## src/rtl/tvf_pkg.sv

```systemverilog
package tvf_pkg;
  // Control-to-datapath strobes, one set per pixel clock.
  typedef struct packed {
    logic       ptrReq;
    logic       ptrCapture;
    logic       glyphReq;
    logic       glyphCapture;
    logic       pixLoad;
    logic       pixActive;
    logic       stall;
    logic [7:0] cellIdx;
    logic [7:0] rowIdx;
    logic [2:0] lineInRow;
  } tvfStrobes_t;
endpackage

```

## src/rtl/tvf_ctrl.sv

```systemverilog
module tvf_ctrl
  import tvf_pkg::*;
#(
  parameter int COLS       = 40,
  parameter int ROWS       = 25,
  parameter int XW         = 9,
  parameter int YW         = 9,
  parameter int ACT_X0     = 48,
  parameter int ACT_Y0     = 16,
  parameter int STALL_LEAD = 3
) (
  input  logic [XW-1:0] rasterX,
  input  logic [YW-1:0] rasterY,
  output tvfStrobes_t   strobes
);
  localparam int FETCH_X0  = ACT_X0 - 16;
  localparam int FETCH_END = FETCH_X0 + 8 * (COLS + 1);
  localparam int STALL_X0  = FETCH_X0 - STALL_LEAD;
  localparam int STALL_X1  = FETCH_X0 + 8 * (COLS - 1) + 5;
  localparam int ACT_X1    = ACT_X0 + 8 * COLS;
  localparam int ACT_Y1    = ACT_Y0 + 8 * ROWS;

  always_comb begin
    int x, y, rel, slot, off, ry, ax;
    logic activeLine, fetchLine, inFetch, inPix;
    x = int'(rasterX);
    y = int'(rasterY);
    activeLine = (y >= ACT_Y0) && (y < ACT_Y1);
    ry   = activeLine ? (y - ACT_Y0) : 0;
    fetchLine = activeLine && ((ry % 8) == 0);
    inFetch = (x >= FETCH_X0) && (x < FETCH_END);
    rel  = inFetch ? (x - FETCH_X0) : 0;
    slot = rel / 8;
    off  = rel % 8;
    inPix = activeLine && (x >= ACT_X0) && (x < ACT_X1);
    ax   = inPix ? (x - ACT_X0) : 0;

    strobes              = '0;
    strobes.lineInRow    = 3'(ry % 8);
    strobes.rowIdx       = 8'(ry / 8);
    strobes.ptrReq       = fetchLine && inFetch && (slot < COLS) && (off == 4);
    strobes.ptrCapture   = fetchLine && inFetch && (slot < COLS) && (off == 5);
    strobes.glyphReq     = activeLine && inFetch && (slot >= 1) && (off == 0);
    strobes.glyphCapture = activeLine && inFetch && (slot >= 1) && (off == 1);
    // Code slots address cell 'slot'; glyph slots address the cell before.
    strobes.cellIdx      = (off >= 4) ? 8'(slot) : 8'((slot > 0) ? slot - 1 : 0);
    strobes.pixActive    = inPix;
    strobes.pixLoad      = inPix && ((ax % 8) == 0);
    strobes.stall        = fetchLine && (x >= STALL_X0) && (x <= STALL_X1);
  end
endmodule

```

## src/rtl/tvf_datapath.sv

```systemverilog
module tvf_datapath
  import tvf_pkg::*;
#(
  parameter int          COLS         = 40,
  parameter int          AW           = 16,
  parameter logic [15:0] SCREEN_BASE  = 16'h0400,
  parameter logic [15:0] CHARSET_BASE = 16'h1000
) (
  input  logic          clk,
  input  logic          rstN,
  input  tvfStrobes_t   strobes,
  input  logic [7:0]    memData,
  output logic          memReq,
  output logic [AW-1:0] memAddr,
  output logic          cpuStall,
  output logic          pixOut
);
  localparam int CW = $clog2(COLS);

  logic [7:0] codeBuf [COLS];
  logic [7:0] curCode;
  logic [7:0] glyphHold;
  logic [6:0] shiftReg;
  logic       pixReg;

  // Line buffer: write index is the code slot, so it restarts at 0 every fetch line.
  always_ff @(posedge clk or negedge rstN) begin
    if (!rstN) begin
      for (int i = 0; i < COLS; i++) codeBuf[i] <= '0;
    end else if (strobes.ptrCapture && (strobes.cellIdx < 8'(COLS))) begin
      codeBuf[strobes.cellIdx[CW-1:0]] <= memData;
    end
  end

  assign curCode = (strobes.cellIdx < 8'(COLS)) ? codeBuf[strobes.cellIdx[CW-1:0]] : 8'h00;

  always_comb begin
    if (strobes.ptrReq)
      memAddr = AW'(SCREEN_BASE) + AW'(strobes.rowIdx) * AW'(COLS) + AW'(strobes.cellIdx);
    else
      memAddr = AW'(CHARSET_BASE) + {{(AW-11){1'b0}}, curCode, 3'b000} + AW'(strobes.lineInRow);
  end

  assign memReq   = strobes.ptrReq | strobes.glyphReq;
  assign cpuStall = strobes.stall;

  always_ff @(posedge clk or negedge rstN) begin
    if (!rstN) begin
      glyphHold <= '0;
      shiftReg  <= '0;
      pixReg    <= 1'b0;
    end else begin
      if (strobes.glyphCapture) glyphHold <= memData;
      if (strobes.pixLoad) begin
        pixReg   <= glyphHold[7];
        shiftReg <= glyphHold[6:0];
      end else if (strobes.pixActive) begin
        pixReg   <= shiftReg[6];
        shiftReg <= {shiftReg[5:0], 1'b0};
      end else begin
        pixReg <= 1'b0;
      end
    end
  end

  assign pixOut = pixReg;
endmodule

```

## src/rtl/text_video_fetch.sv

```systemverilog
module text_video_fetch
  import tvf_pkg::*;
#(
  parameter int          COLS         = 40,
  parameter int          ROWS         = 25,
  parameter int          AW           = 16,
  parameter int          XW           = 9,
  parameter int          YW           = 9,
  parameter int          ACT_X0       = 48,
  parameter int          ACT_Y0       = 16,
  parameter int          STALL_LEAD   = 3,
  parameter logic [15:0] SCREEN_BASE  = 16'h0400,
  parameter logic [15:0] CHARSET_BASE = 16'h1000
) (
  input  logic          clk,
  input  logic          rstN,
  input  logic [XW-1:0] rasterX,
  input  logic [YW-1:0] rasterY,
  output logic          memReq,
  output logic [AW-1:0] memAddr,
  input  logic [7:0]    memData,
  output logic          cpuStall,
  output logic          pixOut
);
  tvfStrobes_t strobes;

  tvf_ctrl #(
    .COLS(COLS), .ROWS(ROWS), .XW(XW), .YW(YW),
    .ACT_X0(ACT_X0), .ACT_Y0(ACT_Y0), .STALL_LEAD(STALL_LEAD)
  ) u_ctrl (
    .rasterX(rasterX),
    .rasterY(rasterY),
    .strobes(strobes)
  );

  tvf_datapath #(
    .COLS(COLS), .AW(AW), .SCREEN_BASE(SCREEN_BASE), .CHARSET_BASE(CHARSET_BASE)
  ) u_dp (
    .clk(clk),
    .rstN(rstN),
    .strobes(strobes),
    .memData(memData),
    .memReq(memReq),
    .memAddr(memAddr),
    .cpuStall(cpuStall),
    .pixOut(pixOut)
  );
endmodule

```

## config.mk

```make
export PLATFORM = sky130hd
export DESIGN_NAME = text_video_fetch
export DESIGN_NICKNAME = d
export VERILOG_FILES = /design/src/rtl/tvf_pkg.sv /design/src/rtl/tvf_ctrl.sv /design/src/rtl/tvf_datapath.sv /design/src/rtl/text_video_fetch.sv
export SDC_FILE = /design/constraint.sdc
export NUM_CORES = 1
export LEC_CHECK = 0
export BUFFER_PORTS_ARGS = -buffer_cell sky130_fd_sc_hd__clkbuf_2
export CORE_ASPECT_RATIO = 0.7
export CORE_MARGIN = 2
export CORE_UTILIZATION = 30
export DETAILED_ROUTE_END_ITERATION = 10
export SYNTH_ARGS = -nofsm -noshare
export SYNTH_HDL_FRONTEND = slang
export SYNTH_SLANG_ARGS = --single-unit
```

## constraint.sdc

```tcl
create_clock -name clk -period 6 [get_ports clk]
set_input_delay 0.3 -clock clk [delete_from_list [all_inputs] [get_ports clk]]
set_output_delay 0.3 -clock clk [all_outputs]
set_load 0.05 [all_outputs]
```

# == Word-level counts from Yosys, hierarchy flattened ==
# Cells that the tools add are included.
# word_totals
in_bits,28
register_bits,336
elab_cells,119
n_memories,0
out_inout_bits,19
rom_bits,0
latch_bits,0
ram_bits,0
# op_classes
bitwise,5
shift,0
order_cmp,15
div,0
n_eq_ne,3
add_sub_neg,10
mux,17
reduce_logical,25
mul,1
# ops
op,count
$bwmux W320,1
$logic_not A32 Y1,3
$mux W32,3
$bmux W8 S6,1
$demux W8 S6,1
$mux W8,6
$add A32 B1 Y32,1
$ge A32 B2 Y1 const B,1
$gt A32 B1 Y1 const B,1
$lt A32 B7 Y1 const B,1
$sub A9 B6 Y10 const B,2
$ge A9 B5 Y1 const B,2
$ge A9 B6 Y1 const B,2
$logic_and A1 B1 Y1,18
$lt A9 B9 Y1 const B,2
$add A16 B3 Y16,1
$add A16 B8 Y16,1
$mux W16,1
$add A11 B14 Y15 const A,1
$add A13 B11 Y14 const A,1
$mux W7,2
$mul A8 B3 Y11 const B,1
$sub A9 B5 Y10 const B,1
$le A9 B9 Y1 const B,1
other kinds (15),21

# == Logic depth before layout (Yosys ltp) ==
# logic_depth
word_depth,17
ltp_mapped,28

# == Cells and area by module ==
# A second synthesis with hierarchy kept.
# hier_totals
hier_cells,1399
hier_area_um2,18034.8
# by_module_without_submodules
module,seq_area_each_um2,instances,area_per_inst_um2,cells_per_inst
tvf_datapath,8408.1,1,16598.4,1183
tvf_ctrl,0.0,1,1436.4,216

# == Least setup slack after synthesis ==
# Ideal clock, no wire load.
# synth_path
path_kind,input-to-output
from,input port rasterX[5]
to,output port memAddr[8]
path_stages,23
required_time_ns,5.700
arrival_time_ns,6.055
slack_ns,-0.355
cell_sequence,clkbuf_1 -> inv_1 -> ha_1 -> or3b_1 -> buf_2 -> nor3_1 -> ha_1 -> ha_1 -> nand2b_1 -> nor4b_1 -> nand2_1 -> ha_1 -> buf_1 -> nand4_1 -> nor3_1 -> nand2_2 -> o2111ai_1 -> buf_2 -> buf_1 -> o22ai_1 -> nor2_1 -> a21oi_1 -> o32ai_1
# synth_via
elab_chain_cells,17
# synth_lines
item,line_no,rtl
start: declaration,text_video_fetch.sv:17,"input logic [XW-1:0] rasterX,"
$ge A9 B6 Y1 / $lt A9 B9 Y1 (equally long branches),tvf_ctrl.sv:31,inFetch = (x >= FETCH_X0) && (x < FETCH_END);
$logic_and A1 B1 Y1,tvf_ctrl.sv:31,
$mux W32,tvf_ctrl.sv:32,rel = inFetch ? (x - FETCH_X0) : 0;
$reduce_or A3 Y1 (no source line),-,
$and A1 B1 Y1 (no source line),-,
$add A32 B1 Y32 (no source line),-,
$gt A32 B1 Y1 / $sub A8 B2 Y8 (equally long branches),tvf_ctrl.sv:46,strobes.cellIdx = (off >= 4) ? 8'(slot) : 8'((slot > 0) ? slot - 1 : 0);
$mux W8 (2 in a row),tvf_ctrl.sv:46,
$not A6 Y7 (not written as such),tvf_datapath.sv:35,assign curCode = (strobes.cellIdx < 8'(COLS)) ? codeBuf[strobes.cellIdx[CW-1:0]] : 8'h00;
$bmux W8 S6,tvf_datapath.sv:35,
$mux W8 (not written as such) (2 in a row),tvf_datapath.sv:35,
$mux W8,tvf_datapath.sv:35,
$add A13 B11 Y14,tvf_datapath.sv:41,"memAddr = AW'(CHARSET_BASE) + {{(AW-11){1'b0}}, curCode, 3'b000} + AW'(strobes.lineInRow);"
$add A16 B3 Y16,tvf_datapath.sv:41,
$mux W16 *,tvf_datapath.sv:38,if (strobes.ptrReq)
end: declaration,text_video_fetch.sv:20,"output logic [AW-1:0] memAddr,"
# Mark *: on every way between the ends. The rest lies on a longest branch, timed or not. The select of a mux whose other input is x is not followed.

# == Worst setup path in the final report ==
# layout_path
from,input port rasterX[6]
to,output port memAddr[14]
# The elaborated chain is that of the path after synthesis.

==> impl_metrics.tcl <==
set metrics [dict create \
    io_buffers 45 \
    cts_tree "done" \
    relSlewSlack_pct 19.1 \
    synth_enable_flop_cells 0 \
    die_y_um 210 \
    syn_inst 1544 \
    synth-seq-area-share_pct 46.0 \
    layout-drive-gt1-share_pct 28.2 \
    synth_area_um2 18300 \
    cts.sinks 336 \
    wirelength_um 55200 \
    leakagePower_nw 10.8 \
    area_delta_synth_final_pct 16.0 \
    ys_ff_latch 336 \
    utilization_pct 35.3 \
    fmax_mhz 174 \
    track_usage_pct 17.6 \
    synthArstFlopShare_pct 100 \
    powerDensity_nw_per_um2 269 \
    syn_area_per_cell_um2 11.8 \
    drv_slew 0 \
    yosys.cell_count.top_type "dfrtp_1" \
    timing.final.ws_setup_ps 246 \
    start_util_pct 30.4 \
    place_ws_ps -102 \
    num_vias 13100 \
    critPathRequiredTime_ps 5700 \
    arrival_ps 5450 \
    start_kind "input pin" \
    cts_buffer_depth 3 \
    hold_viol 0 \
    io_pins 47 \
    ant_nets 0 \
    crit_type "input pin to output port" \
    tightest_slew_ps 1210 \
    ir_drop_uv 184 \
    synth.distinct_cells 90 \
    h-tree-depth 2 \
    synth_flop_cell "dfrtp_1" \
    tns_ps 0 \
    critPathMaxFanout 7 \
    drt_pass1_iterations 7 \
    setup_violations 0 \
    yosys_warnings 0 \
    wl_per_cell_um 22.6 \
    layout.nets 1682 \
    vias_per_cell 5.38 \
    synth.largest_area_cell "dfrtp_1" \
    gp_congestion 0.892 \
    status "complete, no violations" \
    finalCritPeriodShare_pct 95.9 \
    cp-end-kind "output port" \
    stdcell_area_um2 21200 \
    p_total_mw 5.70 \
    grt_start_max_net_pins 201 \
    antenna_found_initial 3 \
    skew_ps 2.23 \
    cts_buffers 34 \
    die_w_um 299 \
    grt_pass1_vias 13100 \
    fillers 5901 \
    max_cap_viol_count 0 \
    dieArea_um2 62900 \
    drtIter0Drc 1242 \
    core_um2 60100 \
    rsz0062_at_grt "true" \
    clk_latency_ps 530 \
    synth.area.top_cells "dfrtp_1 (46%), mux2_2 (11%), mux2_1 (8.5%)" \
    synthTopCellsByCount "dfrtp_1 (336), mux2_2 (182), mux2_1 (138)" \
    cts_root_buf "clkbuf_16" \
    place_hpwl_um 39000 \
    min_period_ps 5750 \
    overflow 0 \
    grt_pass1_wl_um 84800 \
    hold_path_class "input pin to async pin" \
    drc 0 \
    place_area_um2 20100 \
    std_cell_rows 75 \
    cts.clk_slew.worst_paths_ps 70 \
    synth_top_area_share_pct 46.0 \
]
-- flip-flops by register name (all words and copies together) (netlist names) --
name,count
u_dp.codeBuf,320
u_dp.glyphHold,8
u_dp.shiftReg,7
u_dp.pixOut,1
-- stage by stage --
step	hold slack [ps]	instances
after CTS	329	2437
after detailed placement	288	2382
after floorplan	4.41	1550
after global routing	368	2441
final	313	2442
after global placement	286	2382
-- cell type report --
type / instances / area, um2 / area share [%]
Clock buffer: 45 / 953 / 4.50
Multi-Input combinational cell: 1104 / 9570 / 45.2
Inverter: 19 / 73.8 / 0.348
Antenna cell: 1 / 2.50 / 0.0118
Clock inverter: 9 / 101 / 0.478
Sequential cell: 336 / 8410 / 39.7
Tap cell: 808 / 1010 / 4.77
Timing Repair Buffer: 120 / 1070 / 5.05
-- per-layer routing --
metal	track usage (%)	vias up	routed length (um)
li1	-	5868	-
met1	26.6	6792	26800
met2	24.2	421	22600
met3	5.66	56	4990
met4	3.57	0	854
met5	0	-	0
-- cell usage in the layout (no fill, tap or decap), drive strengths merged, types with 8 or more instances in the layout --
| cell | netlist | routed |
|---|---|---|
| a211oi | 10 | 10 |
| a21oi | 34 | 34 |
| a2bb2oi | 12 | 12 |
| a31oi | 8 | 8 |
| a32o | 9 | 9 |
| buf | 38 | 88 |
| clkbuf | 53 | 76 |
| conb | 2 | 8 |
| dfrtp | 336 | 336 |
| ha | 37 | 37 |
| inv | 18 | 19 |
| mux2 | 329 | 329 |
| mux2i | 26 | 26 |
| nand2 | 118 | 118 |
| nand2b | 10 | 10 |
| nand3 | 41 | 41 |
| nand4 | 11 | 11 |
| nor2 | 125 | 125 |
| nor3 | 28 | 28 |
| o21ai | 39 | 39 |
| o221ai | 19 | 19 |
| o22ai | 80 | 80 |
| o31ai | 17 | 17 |
| xnor2 | 17 | 17 |
| xor2 | 11 | 11 |
-- logic make-up after synthesis --
logic type	after synthesis	share of synthesized area [%]
muxes	355	21.9
and+or+nand+nor	383	13.8
xor gates and xnor gates	28	1.38
buffers and inverters	110	2.56
adders and majority gates	40	2.81
AOI/OAI and AO/OA	290	11.5
DFF	336	46.0
other	2	0.0411
-- path summary, 6_finish.rpt --
kind                                   start                 to  slack [ps]  cells after the start
hold / removal                          rstN    u_dp.codeBuf[7]         310                      2
min in group clk                  rasterX[2]   u_dp.shiftReg[0]         340                      5
setup reg to reg            u_dp.codeBuf[20]   u_dp.codeBuf[20]        5160                      1
max in group asynchronous               rstN   u_dp.codeBuf[11]        4160                      3
setup / recovery                  rasterX[6]        memAddr[14]         250                     26
hold reg to reg            u_dp.codeBuf[319]  u_dp.codeBuf[319]         480                      1
-- timing repair --
item,4_1_cts,5_1_grt
hold buffers,1,0
resized for setup,1,11
endpoints found under the hold margin,60,0
setup buffers,0,4
pin swaps,0,4
setup endpoints to repair,1,12
cloned,0,0
-- critical path, cell delays in order --
cell	delay (ps)
clkbuf_2	140
inv_1	120
ha_2	210
or3b_1	380
nor3_2	190
ha_1	210
ha_1	170
nand2b_1	90
nor4b_2	300
nand2_1	100
ha_1	190
nor2_1	100
nand4_1	150
nor3_4	270
buf_4	150
o211a_2	290
a21oi_1	170
a21oi_1	150
o21ai_0	150
ha_1	370
a21oi_1	100
or2_2	350
nor3b_4	250
maj3_1	230
and3_4	190
buf_12	130
-- power by group --
part	switching [mW]	total, mW	leakage (nW)	internal [mW]
Sequential	0.0133	2.31	4.68	2.29
Clock	0.894	2.09	0.520	1.20
Combinational	0.878	1.30	5.59	0.420
Power figures use the tool's default switching activity.
